`src/rtl/tx_sel_pkg.sv`:
```
package tx_sel_pkg;

  typedef enum logic [1:0] {
    KIND_DATA    = 2'd0,
    KIND_SPECIAL = 2'd1,
    KIND_FILL    = 2'd2,
    KIND_VIOL    = 2'd3
  } charKind_e;

  localparam logic [7:0] FILL_CODE = 8'hBC;  // K28.5
  localparam logic [7:0] ALT_EVEN  = 8'h4A;  // D10.2
  localparam logic [7:0] ALT_ODD   = 8'hB5;  // D21.5
  localparam logic [7:0] VIOL_CODE = 8'h00;

  // Strobes from control to datapath, one decision per byte clock.
  typedef struct packed {
    logic bypass;
    logic viol;
    logic testSeq;
    logic testAlt;
    logic altOdd;
    logic load;
    logic seqStart;
    logic strobeLow;
  } selStrobes_t;

endpackage

```
`src/rtl/tx_sel_ctrl.sv`:
```
module tx_sel_ctrl
  import tx_sel_pkg::*;
#(
  parameter int               LFSR_W = 7,
  parameter logic [LFSR_W-1:0] SEED  = 7'h01,
  parameter int               TAP_A  = 6,
  parameter int               TAP_B  = 5
) (
  input  logic              clk,
  input  logic              rst,
  input  logic              loadNowN,
  input  logic              loadNextN,
  input  logic              sendViol,
  input  logic              testEn,
  input  logic              bypassMode,
  output selStrobes_t       st,
  output logic [LFSR_W-1:0] lfsrState
);

  logic              pendingQ;
  logic              altQ;
  logic [LFSR_W-1:0] lfsrQ;
  logic [LFSR_W-1:0] lfsrNext;
  logic              loadDue;
  logic              encoded;

  always_comb begin
    lfsrNext = {lfsrQ[LFSR_W-2:0], lfsrQ[TAP_A] ^ lfsrQ[TAP_B]};
    loadDue  = !loadNowN || pendingQ;
    encoded  = !bypassMode && !sendViol;

    st.bypass    = bypassMode;
    st.viol      = !bypassMode && sendViol;
    st.testSeq   = encoded && testEn && loadDue;
    st.testAlt   = encoded && testEn && !loadDue;
    st.load      = encoded && !testEn && loadDue;
    st.altOdd    = altQ;
    st.seqStart  = (lfsrQ == SEED);
    st.strobeLow = testEn ? (st.testSeq && (lfsrNext == SEED)) : !loadNowN;
  end

  assign lfsrState = lfsrQ;

  always_ff @(posedge clk) begin
    if (rst) begin
      pendingQ <= 1'b0;
      altQ     <= 1'b0;
      lfsrQ    <= SEED;
    end else begin
      pendingQ <= !loadNextN;
      if (st.testAlt) altQ <= !altQ;
      if (!bypassMode && testEn && sendViol) lfsrQ <= SEED;
      else if (st.testSeq)                  lfsrQ <= lfsrNext;
    end
  end

  // a next-edge request always produces a load decision (or is overridden)
  a_r3_next_edge_load: assert property (@(posedge clk) disable iff (rst)
    !loadNextN |=> (st.load || st.testSeq || st.viol || st.bypass));

  // violation during self-test returns the sequence to its start
  a_r9_restart_seed: assert property (@(posedge clk) disable iff (rst)
    (testEn && sendViol && !bypassMode) |=> (lfsrQ == SEED));

  // the LFSR never locks up in the all-zero state
  a_r8_lfsr_nonzero: assert property (@(posedge clk) disable iff (rst)
    lfsrQ != '0);

endmodule

```
`src/rtl/tx_sel_dp.sv`:
```
module tx_sel_dp
  import tx_sel_pkg::*;
#(
  parameter int DATA_W = 8,
  parameter int LFSR_W = 7,
  localparam int RAW_W = DATA_W + 2
) (
  input  logic              clk,
  input  logic              rst,
  input  selStrobes_t       st,
  input  logic [LFSR_W-1:0] lfsrState,
  input  logic [DATA_W-1:0] dataIn,
  input  logic              specialSel,
  input  logic              sendViol,
  output charKind_e         charKind,
  output logic [DATA_W-1:0] charValue,
  output logic [RAW_W-1:0]  rawWord,
  output logic              rawValid,
  output logic              readStrobeN
);

  charKind_e         kindNext;
  logic [DATA_W-1:0] valueNext;

  always_comb begin
    kindNext  = KIND_FILL;
    valueNext = DATA_W'(FILL_CODE);
    if (st.bypass) begin
      kindNext  = KIND_FILL;
      valueNext = DATA_W'(FILL_CODE);
    end else if (st.viol) begin
      kindNext  = KIND_VIOL;
      valueNext = DATA_W'(VIOL_CODE);
    end else if (st.testSeq) begin
      kindNext  = st.seqStart ? KIND_SPECIAL : KIND_DATA;
      valueNext = st.seqStart ? DATA_W'(FILL_CODE) : DATA_W'(lfsrState);
    end else if (st.testAlt) begin
      kindNext  = KIND_DATA;
      valueNext = st.altOdd ? DATA_W'(ALT_ODD) : DATA_W'(ALT_EVEN);
    end else if (st.load) begin
      kindNext  = specialSel ? KIND_SPECIAL : KIND_DATA;
      valueNext = dataIn;
    end
  end

  always_ff @(posedge clk) begin
    if (rst) begin
      charKind    <= KIND_FILL;
      charValue   <= DATA_W'(FILL_CODE);
      rawWord     <= '0;
      rawValid    <= 1'b0;
      readStrobeN <= 1'b1;
    end else begin
      charKind    <= kindNext;
      charValue   <= valueNext;
      rawValid    <= st.bypass;
      readStrobeN <= !st.strobeLow;
      if (st.bypass) rawWord <= {sendViol, specialSel, dataIn};
    end
  end

  // a violation decision shows up as a violation character
  a_r6_violation_out: assert property (@(posedge clk) disable iff (rst)
    st.viol |=> (charKind == KIND_VIOL && charValue == DATA_W'(VIOL_CODE)));

  // with nothing to send, the fill character goes out
  a_r4_fill_out: assert property (@(posedge clk) disable iff (rst)
    (!st.bypass && !st.viol && !st.testSeq && !st.testAlt && !st.load)
      |=> (charKind == KIND_FILL && charValue == DATA_W'(FILL_CODE)));

  // an even alternation phase emits the first pattern
  a_r7_alt_even: assert property (@(posedge clk) disable iff (rst)
    (st.testAlt && !st.altOdd) |=> (charValue == DATA_W'(ALT_EVEN)));

  // bypass captures the raw pins unchanged
  a_r11_bypass_raw: assert property (@(posedge clk) disable iff (rst)
    st.bypass |=> (rawValid && rawWord == $past({sendViol, specialSel, dataIn})));

endmodule

```
`src/rtl/tx_char_sel.sv`:
```
module tx_char_sel
  import tx_sel_pkg::*;
#(
  parameter int DATA_W = 8,
  parameter int LFSR_W = 7,
  parameter logic [LFSR_W-1:0] SEED = 7'h01,
  localparam int RAW_W = DATA_W + 2
) (
  input  logic              clk,
  input  logic              rst,
  input  logic [DATA_W-1:0] dataIn,
  input  logic              specialSel,
  input  logic              sendViol,
  input  logic              loadNowN,
  input  logic              loadNextN,
  input  logic              testEn,
  input  logic              bypassMode,
  output logic [1:0]        charKind,
  output logic [DATA_W-1:0] charValue,
  output logic [RAW_W-1:0]  rawWord,
  output logic              rawValid,
  output logic              readStrobeN
);

  selStrobes_t       strobes;
  logic [LFSR_W-1:0] lfsrState;
  charKind_e         kindQ;

  tx_sel_ctrl #(
    .LFSR_W(LFSR_W),
    .SEED  (SEED),
    .TAP_A (LFSR_W - 1),
    .TAP_B (LFSR_W - 2)
  ) ctrl_i (
    .clk       (clk),
    .rst       (rst),
    .loadNowN  (loadNowN),
    .loadNextN (loadNextN),
    .sendViol  (sendViol),
    .testEn    (testEn),
    .bypassMode(bypassMode),
    .st        (strobes),
    .lfsrState (lfsrState)
  );

  tx_sel_dp #(
    .DATA_W(DATA_W),
    .LFSR_W(LFSR_W)
  ) dp_i (
    .clk        (clk),
    .rst        (rst),
    .st         (strobes),
    .lfsrState  (lfsrState),
    .dataIn     (dataIn),
    .specialSel (specialSel),
    .sendViol   (sendViol),
    .charKind   (kindQ),
    .charValue  (charValue),
    .rawWord    (rawWord),
    .rawValid   (rawValid),
    .readStrobeN(readStrobeN)
  );

  assign charKind = kindQ;

endmodule

```
`config.mk`:
```
export PLATFORM = sky130hd
export DESIGN_NAME = tx_char_sel
export DESIGN_NICKNAME = d
export VERILOG_FILES = /design/src/rtl/tx_sel_pkg.sv /design/src/rtl/tx_sel_ctrl.sv /design/src/rtl/tx_sel_dp.sv /design/src/rtl/tx_char_sel.sv
export SDC_FILE = /design/constraint.sdc
export NUM_CORES = 1
export LEC_CHECK = 0
export ABC_AREA = 1
export ABC_CLOCK_PERIOD_IN_PS = 1400
export BUFFER_PORTS_ARGS = -buffer_cell sky130_fd_sc_hd__buf_4
export CORE_ASPECT_RATIO = 0.7
export CORE_MARGIN = 2
export CORE_UTILIZATION = 45
export CTS_BUF_LIST = sky130_fd_sc_hd__clkbuf_4 sky130_fd_sc_hd__clkbuf_8 sky130_fd_sc_hd__clkbuf_16
export DETAILED_ROUTE_END_ITERATION = 7
export PLACE_DENSITY = 0.71
export SLEW_MARGIN = 0
export SYNTH_ARGS = -nofsm -noshare
export SYNTH_HDL_FRONTEND = slang
export SYNTH_SLANG_ARGS = --single-unit
```
`constraint.sdc`:
```
create_clock -name clk -period 1.4 [get_ports clk]
set_input_delay 0.35 -clock clk [delete_from_list [all_inputs] [get_ports clk]]
set_output_delay 0.35 -clock clk [all_outputs]
set_load 0.005 [all_outputs]
```
==> flow_summary.yaml <==
outcome:
  status: "finished, final reports clean"
die:
  start_util_pct: 46.30
  core_um2: 2743
  rows: 16
  fp.dieH_um: 48.45
  pin_count: 38
  die_area_um2: 3270
  dieWidth_um: 67.50
critical_path:
  crit_arrival_ps: 1370
  rr_endpoint: "dp_i.charValue[1]"
  crit_required_ps: 1570
  cp-start-kind: "flop"
  r2r-start: "ctrl_i.pendingQ"
  end_kind: "flop"
  crit_type: "flop to flop"
  rr_worst_depth: 7
  rrSetupSlack_ps: 200
  critPathMaxFanout: 13
power:
  powerDensity_nw_per_um2: 1098
  p_leak_uw: 0.0008383
  ir_drop_v: 0.0006018
  total_power_uw: 1879
yosys:
  ys_ff_latch: 31
  syn-cell-area_um2: 1270
  syn-mean-instance-area_um2: 7.559
  ys_warn_count: 0
  syn_nets: 184
  synth_cell_types: 18
  netlist_instances: 168
  ys_seq_area_share_pct: 48.87
cts:
  cts_buffers: 5
  post-cts-setup-buffers: 0
  clk_latency_ps: 280
  clock-root-buffer: "clkbuf_8"
  cts_max_level: 2
  cts_tree: "yes"
  cts_buffer_depth: 2
  cts-resized-gates: 0
  clock_sinks: 31
  clkTransAtPathRegs_ps: 60
  hold_buffers: 0
route:
  vias: 1224
  first_pass_iters: 4
  drt_iter0_drc: 51
  drc: 0
  vias_per_cell: 4.838
  wirelength_mm: 2.922
  avgRoutedWirePerCell_um: 11.55
  ant_nets: 0
global_routing:
  grt_max_degree: 17
  grt_pass1_wl_mm: 4.864
  grt_overflow: 0
  grt_pass1_vias: 1130
  grt_antenna_before_repair: 0
  track_usage_pct: 20.51
sta:
  holdWs_ps: 212.7
  drv_slew: 0
  clock.fmax_ghz: 0.8340
  max_slew_margin_pct: 79.10
  period_minus_slack_ps: 1199
  tightest_slew_ps: 313.1
  finalHoldViolations: 0
  setup_viol: 0
  fin_skew_ps: 6.068
  finalCritPeriodShare_pct: 85.65
  rsz0062_at_grt: "no"
  setup_tns_ps: 0
cells_and_area:
  final_common_cell: "nand2_1"
  drive_above_1_share_pct: 26.27
  fin_nets: 232
  syn2layout_area_growth_pct: 34.78
  final_cell_mix: "nand2_1 (47), buf_4 (43), dfxtp_1 (31), inv_1 (29), o21ai_0 (14)"
  diodes: 0
placement:
  hpwlAfterDp_mm: 2.238
  gp_congestion: 0.7691
  port_buffers: 37
run:
  drv_cap: 0
min_path:
  whs_path_depth: 2
  min_from: "loadNextN"
  hold_path.class: "input pin to flop"
  hold_end: "ctrl_i.pendingQ"
## sequential cells by signal (all words and copies together), names as in the netlist
register          flops
dp_i.rawValid         1
ctrl_i.altQ           1
dp_i.rawWord         10
dp_i.charValue        8
dp_i.charKind         2
ctrl_i.lfsrState      7
dp_i.readStrobeN      1
ctrl_i.pendingQ       1
## cell usage after synthesis, drive strengths merged
master	number	area [um2]
dfxtp	31	620.6
clkbuf	1	3.750
a22o	4	35.03
nand3	8	40.04
nand2	48	187.7
buf	1	11.26
a21oi	10	50.05
o21ai	16	80.08
o211ai	1	7.510
inv	29	108.9
nand4	4	25.02
nor3	2	10.01
nor2	13	90.09
## metrics by stage
step / instance area [um2] / util, % / cells / setup slack [ps]
global route: 1712 / 62.41 / 253 / 39.30
finish: 1712 / 62.41 / 253 / 200.9
detailed placement: 1623 / 59.17 / 245 / 0.2296
floorplan: 1270 / - / 168 / 225.7
global placement: 1623 / 59.17 / 245 / 41.44
CTS: 1712 / 62.41 / 253 / 188.9
## worst max-delay path: stages, from the launching register on
cell     delay [ps]
dfxtp_1         300
inv_1            30
nand2_1         100
nand2_4          90
nor2_8          160
inv_1           150
o21ai_0         190
a21oi_1          60
## worst max path at each step
stage,endpoint,slack [ps],start
2_1_floorplan,dp_i.charValue[4],230,loadNowN
3_3_place_gp,dp_i.charValue[5],40,bypassMode
3_5_place_dp,dp_i.charValue[1],0.2,bypassMode
4_1_cts,dp_i.charValue[1],190,ctrl_i.pendingQ
5_1_grt,dp_i.charKind[0],40,ctrl_i.lfsrState[5]
6_report,dp_i.charValue[1],200,ctrl_i.pendingQ
## logic make-up after synthesis
group | Yosys count | share of synthesized area [%]
buffers and inverters | 31 | 9.753
AO/OA/AOI/OAI | 31 | 13.60
AND/OR/NAND/NOR | 75 | 27.78
flip-flops | 31 | 48.87
## metal layers
metal	vias up	track usage (%)	wire, um
met3	6	9.070	189
met2	35	28.92	1250
met5	-	0	0
li1	630	-	-
met1	553	26.52	1411
met4	0	9.864	71
## where the power goes
group / switching, uW / internal [uW]
logic: 126 / 114
registers: 19.4 / 923
clock network: 310 / 386
## area by class of cell
type	instances	area, um2
Tap cell	36	45.04
Clock inverter	1	5.005
Sequential cell	31	620.6
Inverter	29	108.9
Clock buffer	7	83.83
Timing Repair Buffer	43	322.8
Fill cell	248	1031
Multi-Input combinational cell	106	525.5
(Power assumes the default switching activity.)
